--- src/rtl/frame_rx_pkg.sv ---
package frame_rx_pkg;
  typedef enum logic [2:0] {
    ST_IDLE = 3'b010,
    ST_LEN  = 3'b001,
    ST_XFER = 3'b011,
    ST_COOL = 3'b101
  } rx_state_e;
endpackage

--- src/rtl/frame_rx_ctrl.sv ---
module frame_rx_ctrl
  import frame_rx_pkg::*;
#(
  parameter int          DATA_W  = 8,
  parameter logic [DATA_W-1:0] HDR_VAL = 'hA5
) (
  input  logic              clk_i,
  input  logic              rst_ni,
  input  logic              in_valid_i,
  input  logic [DATA_W-1:0] in_data_i,
  input  logic              pend_i,
  input  logic              out_ready_i,
  output logic              in_ready_o,
  output logic              load_o,
  output rx_state_e         state_o
);
  localparam logic [DATA_W-1:0] ONE = DATA_W'(1);

  rx_state_e         state_q, state_d;
  logic [DATA_W-1:0] cnt_q, cnt_d;
  logic              acc;

  always_comb begin
    unique case (state_q)
      ST_XFER: in_ready_o = ~pend_i | out_ready_i;
      ST_COOL: in_ready_o = 1'b0;
      default: in_ready_o = 1'b1;
    endcase
  end

  assign acc    = in_valid_i & in_ready_o;
  assign load_o = acc & (state_q == ST_XFER);

  always_comb begin
    state_d = state_q;
    cnt_d   = cnt_q;
    unique case (state_q)
      ST_IDLE: if (acc && in_data_i == HDR_VAL) state_d = ST_LEN;
      ST_LEN: if (acc) begin
        cnt_d   = in_data_i;
        state_d = (in_data_i == '0) ? ST_COOL : ST_XFER;
      end
      ST_XFER: if (acc) begin
        cnt_d = cnt_q - ONE;
        if (cnt_q == ONE) state_d = ST_COOL;
      end
      ST_COOL: state_d = ST_IDLE;
      default: state_d = ST_IDLE;
    endcase
  end

  always_ff @(posedge clk_i or negedge rst_ni) begin
    if (!rst_ni) begin
      state_q <= ST_IDLE;
      cnt_q   <= '0;
    end else begin
      state_q <= state_d;
      cnt_q   <= cnt_d;
    end
  end

  assign state_o = state_q;
endmodule

--- src/rtl/frame_rx_out.sv ---
module frame_rx_out #(
  parameter int DATA_W = 8
) (
  input  logic              clk_i,
  input  logic              rst_ni,
  input  logic              load_i,
  input  logic [DATA_W-1:0] data_i,
  input  logic              out_ready_i,
  output logic              out_valid_o,
  output logic [DATA_W-1:0] out_data_o
);
  always_ff @(posedge clk_i or negedge rst_ni) begin
    if (!rst_ni) begin
      out_valid_o <= 1'b0;
      out_data_o  <= '0;
    end else if (load_i) begin
      out_valid_o <= 1'b1;
      out_data_o  <= data_i;
    end else if (out_ready_i) begin
      out_valid_o <= 1'b0;
    end
  end
endmodule

--- src/rtl/frame_rx.sv ---
module frame_rx
  import frame_rx_pkg::*;
#(
  parameter int          DATA_W  = 8,
  parameter logic [DATA_W-1:0] HDR_VAL = 'hA5
) (
  input  logic              clk_i,
  input  logic              rst_ni,
  input  logic              in_valid_i,
  output logic              in_ready_o,
  input  logic [DATA_W-1:0] in_data_i,
  output logic              out_valid_o,
  input  logic              out_ready_i,
  output logic [DATA_W-1:0] out_data_o,
  output logic [2:0]        state_o
);
  rx_state_e st;
  logic      load;

  frame_rx_ctrl #(.DATA_W(DATA_W), .HDR_VAL(HDR_VAL)) ctrl_i (
    .clk_i       (clk_i),
    .rst_ni      (rst_ni),
    .in_valid_i  (in_valid_i),
    .in_data_i   (in_data_i),
    .pend_i      (out_valid_o),
    .out_ready_i (out_ready_i),
    .in_ready_o  (in_ready_o),
    .load_o      (load),
    .state_o     (st)
  );

  frame_rx_out #(.DATA_W(DATA_W)) out_i (
    .clk_i       (clk_i),
    .rst_ni      (rst_ni),
    .load_i      (load),
    .data_i      (in_data_i),
    .out_ready_i (out_ready_i),
    .out_valid_o (out_valid_o),
    .out_data_o  (out_data_o)
  );

  assign state_o = st;
endmodule

--- config.mk ---
export PLATFORM = sky130hd
export DESIGN_NAME = frame_rx
export DESIGN_NICKNAME = d
export VERILOG_FILES = /design/src/rtl/frame_rx_pkg.sv /design/src/rtl/frame_rx_ctrl.sv /design/src/rtl/frame_rx_out.sv /design/src/rtl/frame_rx.sv
export SDC_FILE = /design/constraint.sdc
export NUM_CORES = 1
export LEC_CHECK = 0
export BUFFER_PORTS_ARGS = -buffer_cell sky130_fd_sc_hd__buf_2
export CORE_MARGIN = 2
export CORE_UTILIZATION = 39
export CTS_BUF_LIST = sky130_fd_sc_hd__clkbuf_4 sky130_fd_sc_hd__clkbuf_8
export DETAILED_ROUTE_END_ITERATION = 7
export RECOVER_POWER = 100
export SYNTH_ARGS = -nofsm -noshare
export SYNTH_HDL_FRONTEND = slang
export SYNTH_SLANG_ARGS = --single-unit
--- constraint.sdc ---
create_clock -name clk_i -period 5.25 [get_ports clk_i]
set_clock_uncertainty 0.05 [all_clocks]
set_input_delay 0.2625 -clock clk_i [delete_from_list [all_inputs] [get_ports clk_i]]
set_output_delay 0.2625 -clock clk_i [all_outputs]
set_load 0.05 [all_outputs]
; Word-level counts from Yosys, hierarchy flattened
; Cells that the tools add are included.
[op_classes]
add_sub_neg = 1
eq_ne = 10
n_bitwise = 4
n_mux = 12
n_reduce_logical = 6
[ops]
columns = op, count
row1 = 2-to-1 mux 8 bit, 2
row2 = case mux 8 bit (2 select lines), 1
row3 = 2-to-1 mux 3 bit, 5
row4 = case mux 3 bit (3 select lines), 1
row5 = "== test 8 x 1 -> 1 bit, second input constant", 1
row6 = "== test 8 bit, second input constant", 1
row7 = logical NOT 8 bit, 1
row8 = "subtractor 8 x 1 -> 8 bit, second input constant", 1
row9 = "== test 3 x 2 -> 1 bit, second input constant", 2
row10 = "!= test 2 x 1 -> 1 bit, second input constant", 3
row11 = AND reduction 4 bit, 1
row12 = nonzero test 2 bit, 2
row13 = "== test 3 x 1 -> 1 bit, second input constant", 1
row14 = "== test 3 bit, second input constant", 1
row15 = AND reduction 3 bit, 1
row16 = AND 1 bit, 2
row17 = 2-to-1 mux 1 bit, 2
row18 = "!= test 2 bit, second input constant", 1
row19 = case mux 1 bit (2 select lines), 1
row20 = logical AND 1 bit, 1
row21 = NOT 1 bit, 1
row22 = OR 1 bit, 1
[totals]
register_bits = 20
input_bits = 12
out_inout_bits = 13
wordCells = 37

; Longest topological paths before layout
; Gate-level depths: netlist of run 1.
[logic_depth]
ltp_word = 7
ltp_mapped = 6
mapped_depth_nobuf = 6

; Cells and area by module
; From an unflattened synthesis of run 1, not the netlist that was laid out.
[hier_totals]
cells_unflattened = 108
hier_area_um2 = 1142.3
[modules_own_cells]
columns = mod, seq_area_each_um2, instances, cells_per_inst, area_per_inst_um2
row1 = frame_rx_ctrl, 276.5, 1, 88, 773.2
row2 = frame_rx_out, 225.2, 1, 20, 369.1

; Worst setup path before layout of run 1
; OpenSTA, ideal clock, no wires.
[synth_path]
kind = register to register
startpoint = register ctrl_i.state_q[0], in the netlist ctrl_i.state_o[0]
endpoint = register out_i.out_data_o[0]
stages_incl_launch_ff = 5
setup_slack_ns = 3.225
required_ns = 5.075
n_path_buf = 1
t_arrival_ns = 1.850
period_less_slack_ns = 2.025
setup_time_ns = 0.125
cell_sequence = dfrtp_1 -> buf_2 -> nand3b_1 -> a211oi_4 -> mux2_2
[synth_between]
elab_chain_len = 4
elab_cells_between_ends = 5
classes_between = eq/ne (2) / mux (1) / bitwise (2)
[synth_lines]
columns = item, line
row1 = start: declaration, frame_rx_ctrl.sv:19  ; rx_state_e state_q, state_d;
row2 = start signal: assignment, frame_rx_ctrl.sv:57  ; state_q <= state_d;
row3 = == test 3 bit or == test 3 x 2 -> 1 bit (tied branches), "frame_rx_ctrl.sv:24, frame_rx_ctrl.sv:32"
row4 = case mux 1 bit (2 select lines), frame_rx_ctrl.sv:24  ; unique case (state_q)
row5 = AND 1 bit, frame_rx_ctrl.sv:31  ; assign acc = in_valid_i & in_ready_o;
row6 = AND 1 bit (*), frame_rx_ctrl.sv:32  ; assign load_o = acc & (state_q == ST_XFER);
row7 = end signal: assignment, frame_rx_out.sv:18  ; out_data_o <= data_i;
row8 = end: declaration, frame_rx_out.sv:10  ; output logic [DATA_W-1:0] out_data_o
; Every way passes the cells marked *; elsewhere a longest branch is shown, timed or not.
; A chain may end at the register's enable or synchronous reset.

; Final worst setup path of run 1
[layout_path]
startpoint = register ctrl_i.state_q[1], in the netlist ctrl_i.state_o[1]
endpoint = register out_i.out_data_o[1]
; The elaborated chain is that of the path after synthesis.

==> results.py, run 1 <==
metrics = {
    "yosys": {
        "synth_top_cells_by_count": "dfrtp_1 (19), o21ai_0 (10), mux2_2 (8)",
        "synthMuxAreaShare_pct": 11.53,
        "syn-instance-count": 105,
        "syn_area_um2": 1085,
        "yosys.area_share.adder_pct": 2.307,
        "yosys.area_share.simple_pct": 17.99,
        "synth_top_area_cell": "dfrtp_1",
        "async_reset_ff_share_pct": 100.0,
        "synth_edf_count": 0,
        "synth_top_family_by_area": "compound AO/OA/AOI/OAI gates",
        "synth_top_area_share_pct": 43.83,
        "netlist_top_cells_area": "dfrtp_1 (44%), mux2_2 (8.3%), o21ai_0 (4.6%), a21oi_1 (2.8%), dfstp_2 (2.4%)",
        "syn_avg_cell_area_um2": 10.33,
        "synth-main-ff-cell": "dfrtp_1",
        "ys_ff_latch": 20,
        "ys_warn_count": 0,
        "seq_area_frac_synth_pct": 46.25,
        "ys_types": 38,
        "synth_xor_area_share_pct": 0,
        "synth_compound_area_share_pct": 17.99,
        "syn-num-nets": 119,
        "synth_most_common_cell": "dfrtp_1",
    },
    "clocking": {
        "clk_pin_slew_ns": 0.14,
        "cts_tree": "done",
        "cts_buffer_depth": 2,
        "cts.sinks": 20,
        "clk_latency_ns": 0.31,
        "cts_buffers": 3,
        "cts_root_buffer": "clkbuf_4",
        "post_cts_buffers": 0,
        "cts-htree-levels": 1,
        "ctsResizeCount": 0,
    },
    "die": {
        "fp-row-count": 19,
        "die_x_um": 56.74,
        "die_h_um": 56.74,
        "start_util_pct": 40.03,
        "coreArea_um2": 2710,
        "dieArea_um2": 3219,
        "io-pin-count": 25,
    },
    "final_layout": {
        "areaGrowthSynthToFinish_pct": 15.34,
        "drive_gt1_share_pct": 21.71,
        "fillers": 284,
        "ff_latch_area_um2": 501.7,
        "diodes": 0,
        "multi_input_area_um2": 523.0,
        "final_cell_count_no_fill": 160,
        "fin_nets": 144,
    },
    "routing": {
        "drt-pass1-iter-count": 4,
        "drt_iter0_markers": 42,
        "num_vias": 878,
        "antenna_left": 0,
        "wl_per_cell_um": 14.63,
        "drc_errors": 0,
        "routed_wl_um": 2340,
        "vias_per_cell": 5.488,
    },
    "critical_path": {
        "cp_num_buf_inv": 0,
        "crit_arrival_ns": 3.17,
        "r2r-end": "out_i.out_data_o[1]",
        "required_ns": 5.39,
        "end_kind": "register",
        "path_max_fanout": 16,
        "r2r_cells": 3,
        "cp_top_family": "compound AO/OA/AOI/OAI gates",
        "critical_path_class": "register to register",
        "critPathMaxStageDelay_ns": 1.12,
        "path_cells": "nand3b_1, a211oi_1, mux2_2",
        "start_kind": "register",
        "r2r-start": "ctrl_i.state_o[1]",
        "slowest_stage": "a211oi_1",
        "r2r_slack_ns": 2.22,
    },
    "min_path": {
        "holdPathEnd": "out_i.out_valid_o",
        "min_from": "out_ready_i",
        "hold_path_depth": 3,
        "hold_class": "primary input to register",
    },
    "grt": {
        "grt_pass1_wl_um": 3953,
        "grtUsageTotal_pct": 15.82,
        "grt_pass1_vias": 823,
        "gr-max-usage-layer": "met1",
        "grt_util_met1_pct": 23.73,
        "antenna_found_initial": 0,
        "grt_util_met3_pct": 2.074,
        "grt_max_degree": 21,
        "grt-ovfl-total": 0,
        "grtUsageMet2_pct": 22.59,
    },
    "place": {
        "dpl.cell_count": 155,
        "hpwl_um": 1711,
        "io_buffers": 24,
        "gp_congestion": 0.8951,
    },
    "timing": {
        "timing.fmax_ghz": 0.3300,
        "final_hold_viol_count": 0,
        "post-route-period-util_pct": 57.71,
        "setup_viol_count_final": 0,
        "rsz0062_at_grt": "no",
        "finalSetupTns_ns": 0,
        "timing.hold.ws_ns": 0.1615,
        "slew_headroom_pct": 19.73,
        "finalCriticalPeriod_ns": 3.030,
        "slew_viol_final": 0,
        "worst_slew_pin_slew_ns": 1.197,
    },
    "power_and_ir_drop": {
        "leakagePower_nw": 0.5117,
        "vdd_drop_max_v": 0.0003297,
        "cellPowerDensity_nw_per_um2": 583.2,
    },
    "status": {
        "status": "complete, no violations",
    },
    "job": {
        "drv_cap": 0,
    },
}
-- per-layer routing --
metal,part of all wire [%],vias up
met5,0,-
met4,0.68,0
met3,3.3,2
met2,45,18
met1,51,424
li1,-,434
-- worst register-to-register path: stages (launching register included) --
cell and delay, ns:
dfstp_1 0.85, nand3b_1 0.48, a211oi_1 1.12, mux2_2 0.42
-- layout make-up --
cell class	count	share of cell area, %
Multi-Input combinational cell	74	41.80
Sequential cell	20	40.10
Timing Repair Buffer	25	9.000
Tap cell	31	3.100
Clock inverter	1	2.400
Clock buffer	3	1.800
Inverter	6	1.800
-- where the power goes --
part | total (mW) | switching [mW] | internal, mW
clock network | 0.130 | 0.0528 | 0.0772
logic | 0.335 | 0.238 | 0.0974
registers | 0.265 | 0.0484 | 0.216
-- kinds of logic after synthesis --
group | after synthesis
AND/OR/NAND/NOR | 33
adder cells (fa/ha/maj) | 2
buffers and inverters | 11
multiplexers | 11
flip-flops | 20
AO/OA/AOI/OAI | 28
-- how the worst max path moves through the flow --
stage	startpoint	to	slack, ns	cells past startpoint
final	ctrl_i.state_o[1]	out_i.out_data_o[1]	2.22	3
after global routing	ctrl_i.state_o[1]	out_i.out_data_o[4]	1.97	3
after detailed placement	ctrl_i.state_o[1]	out_i.out_data_o[6]	2.95	3
after floorplan	ctrl_i.state_o[0]	out_i.out_data_o[0]	3.23	4
after CTS	ctrl_i.state_o[1]	out_i.out_data_o[1]	2.92	3
after global placement	ctrl_i.state_o[1]	out_i.out_data_o[4]	3.01	3
-- placed cells by master (no fill, tap or decap), types with 2 or more instances in the layout --
| cell | count |
|---|---|
| nor3_1 | 2 |
| o31a_2 | 2 |
| nor2b_1 | 2 |
| or3_1 | 3 |
| nand4_1 | 2 |
| ha_1 | 2 |
| nand3_1 | 2 |
| dfrtp_1 | 19 |
| buf_2 | 10 |
| inv_1 | 6 |
| clkbuf_4 | 3 |
| clkbuf_1 | 14 |
| a21oi_1 | 6 |
| nand2b_1 | 2 |
| mux2i_1 | 2 |
| nor2_1 | 5 |
| nand2_1 | 5 |
| nand3b_1 | 2 |
| o21ai_0 | 10 |
| mux2_2 | 8 |
| nor4_1 | 3 |
-- metrics by stage --
| step | setup slack, ns | power [mW] | utilization [%] | instance area [µm²] |
|---|---|---|---|---|
| after floorplan | 3.225 | 0.5437 | - | 1085 |
| after global placement | 3.006 | 0.6169 | 45.15 | 1224 |
| after detailed placement | 2.950 | 0.6230 | 45.15 | 1224 |
| after CTS | 2.922 | 0.7525 | 47.46 | 1286 |
| after global routing | 1.973 | 0.7788 | 46.17 | 1251 |
| final | 2.220 | 0.7297 | 46.17 | 1251 |
-- flip-flops by register name, indices dropped and copies added (netlist names) --
| register | flops |
|---|---|
| ctrl_i.cnt_q | 8 |
| ctrl_i.state_o | 3 |
| out_i.out_valid_o | 1 |
| out_i.out_data_o | 8 |
-- what timing repair did --
item,in CTS,in global routing
hold buffers,1,0
setup endpoints to repair,0,0
endpoints found under the hold margin,19,0
(Power assumes the default switching activity.)
==> run 2, diff against run 1 <==
ABC_AREA = 1   (was default)
clock period = 2.9 ns   (was 5.25 ns; I/O delays follow)
==> results.py, run 2 <==
metrics = {
    "die": {
        "die_h_um": 59.18,
        "dieArea_um2": 3502,
        "fp-row-count": 20,
        "coreArea_um2": 2978,
        "io-pin-count": 25,
        "die_x_um": 59.18,
        "start_util_pct": 39.87,
    },
    "timing": {
        "rsz0062_at_grt": "no",
        "slew_headroom_pct": 28.99,
        "finalCriticalPeriod_ns": 2.074,
        "slew_viol_final": 0,
        "worst_slew_pin_slew_ns": 1.065,
        "finalSetupTns_ns": 0,
        "post-route-period-util_pct": 71.53,
        "final_hold_viol_count": 0,
        "setup_viol_count_final": 0,
        "timing.fmax_ghz": 0.4821,
    },
    "min_path": {
        "min_from": "in_data_i[6]",
        "holdPathEnd": "out_i.out_data_o[6]",
        "hold_path_depth": 3,
        "hold_class": "primary input to register",
    },
    "yosys": {
        "synth_most_common_cell": "nand2_1",
        "ys_warn_count": 0,
        "netlist_top_cells_area": "dfrtp_1 (40%), nand2_1 (12%), nor2_1 (7.3%), inv_1 (7.0%), o21ai_2 (5.9%)",
        "ys_ff_latch": 20,
        "async_reset_ff_share_pct": 100.0,
        "syn_avg_cell_area_um2": 7.761,
        "seq_area_frac_synth_pct": 42.26,
        "syn-num-nets": 167,
        "synth_edf_count": 0,
        "ys_types": 27,
        "synth_top_area_share_pct": 40.04,
        "syn-instance-count": 153,
        "synth_top_cells_by_count": "nand2_1 (39), nor2_1 (23), inv_1 (22)",
        "synth-main-ff-cell": "dfrtp_1",
        "syn_area_um2": 1187,
        "synth_top_area_cell": "dfrtp_1",
    },
    "final_layout": {
        "areaGrowthSynthToFinish_pct": 9.694,
        "final_common_cell": "nand2_1",
        "final_cell_count_no_fill": 213,
        "fillers": 340,
        "multi_input_area_um2": 518.0,
        "drive_gt1_share_pct": 10.56,
        "ff_latch_area_um2": 501.7,
        "diodes": 0,
        "final_area_um2": 1303,
        "fin_nets": 195,
        "final_cell_mix": "nand2_1 (40), nor2_1 (24), inv_1 (22)",
    },
    "clocking": {
        "cts_tree": "done",
        "cts.sinks": 20,
        "clk_latency_ns": 0.31,
        "cts_buffer_depth": 2,
        "clk_pin_slew_ns": 0.11,
        "cts-htree-levels": 1,
        "cts_buffers": 3,
        "ctsResizeCount": 0,
        "cts_root_buffer": "clkbuf_4",
        "post_cts_buffers": 0,
    },
    "critical_path": {
        "required_ns": 3.06,
        "path_max_fanout": 11,
        "crit_arrival_ns": 2.24,
        "end_kind": "register",
        "r2r_slack_ns": 0.83,
        "r2r-end": "ctrl_i.cnt_q[4]",
        "r2r_cells": 7,
        "r2r-start": "ctrl_i.state_o[1]",
        "start_kind": "register",
        "critPathLaunch": "ctrl_i.state_o[1]",
        "critical_path_class": "register to register",
    },
    "power_and_ir_drop": {
        "p_clk_share_pct": 10.7,
        "power_switching_uw": 831.6,
        "leakagePower_nw": 0.6601,
        "seq_power_share_pct": 32.7,
        "internal-power_uw": 705.8,
        "vdd_drop_max_v": 0.0003902,
        "combinationalPowerShare_pct": 56.5,
        "cellPowerDensity_nw_per_um2": 1180,
        "switching_share_pct": 54.09,
    },
    "routing": {
        "num_vias": 1038,
        "antenna_left": 0,
        "wl_per_cell_um": 11.69,
        "vias_per_cell": 4.873,
        "drt_iter0_markers": 43,
        "drt-pass1-iter-count": 4,
        "drc_errors": 0,
        "routed_wl_um": 2489,
    },
    "place": {
        "io_buffers": 24,
        "place_area_um2": 1313,
        "hpwl_um": 1924,
        "gp_congestion": 0.8697,
        "dpl.cell_count": 207,
    },
    "grt": {
        "antenna_found_initial": 0,
        "grt_max_degree": 21,
        "grtUsageTotal_pct": 16.20,
        "grt_pass1_wl_um": 4236,
        "grt_pass1_vias": 993,
        "grt-ovfl-total": 0,
    },
    "job": {
        "drv_cap": 0,
    },
    "status": {
        "status": "complete, no violations",
    },
}
run 2: changes by cell type after synthesis, moves of 8 or more:
cell,change
mux2_2,-8
nor2_1,+18
inv_1,+16
nand2_1,+34
o21ai_2,+8
run 2: power groups by stage:
stage                     clock network [mW]  logic [mW]  registers (mW)
after floorplan                            0       0.534           0.754
after global placement                     0       0.941           0.507
after detailed placement                   0       0.948           0.511
after CTS                              0.174       0.952           0.506
after global routing                   0.179       0.971           0.522
final                                  0.165       0.869           0.503
run 2: final cells by class:
class	count	share of cell area, %
Sequential cell	20	38.52
Timing Repair Buffer	26	9.414
Multi-Input combinational cell	108	39.77
Inverter	22	6.340
Tap cell	33	3.170
Clock buffer	4	2.786
run 2: repair_timing:
action                                  CTS  global route
hold endpoints to repair                 20             0
hold buffers                              2             0
endpoints found under the setup margin    0             0
run 2: worst max-delay path, stage by stage, from the launching register on:
cell     delay (ns)
dfstp_1        0.59
inv_1          0.11
nand3_1        0.10
nand3_1        0.13
nor2_1         0.52
inv_1          0.22
o21ai_0        0.19
nand2_1        0.06
run 2: per-layer routing:
layer / vias up / GRT usage (%) / share of wire (%)
met4: 0 / 7.792 / 2.0
met2: 20 / 26.51 / 45
met1: 471 / 20.60 / 49
li1: 542 / - / -
met5: - / 0 / 0
met3: 5 / 2.838 / 3.5
run 2: worst max-delay path by stage:
stage | depth (start not counted) | endpoint
2_1_floorplan | 7 | out_i.out_data_o[5]
3_3_place_gp | 7 | ctrl_i.cnt_q[4]
3_5_place_dp | 7 | ctrl_i.cnt_q[4]
4_1_cts | 5 | in_ready_o
5_1_grt | 7 | ctrl_i.cnt_q[4]
6_report | 7 | ctrl_i.cnt_q[4]
run 2: kinds of logic after synthesis:
kind of cell               share of synthesized area, %
buffers and inverters                             10.01
DFF                                               42.26
adders and majority gates                         2.107
AOI/OAI and AO/OA                                 14.75
and+or+nand+nor                                   30.87
run 2: stage by stage:
| step | setup slack [ns] | total power [mW] | utilization (%) | hold slack (ns) |
|---|---|---|---|---|
| final | 0.8257 | 1.537 | 43.74 | 0.06489 |
| after global routing | 0.5731 | 1.672 | 43.74 | 0.07339 |
| after CTS | 1.031 | 1.631 | 45.97 | 0.04687 |
| after detailed placement | 1.112 | 1.458 | 44.08 | 0.07249 |
| after global placement | 1.181 | 1.448 | 44.08 | 0.07247 |
| after floorplan | 1.107 | 1.288 | - | -0.2006 |
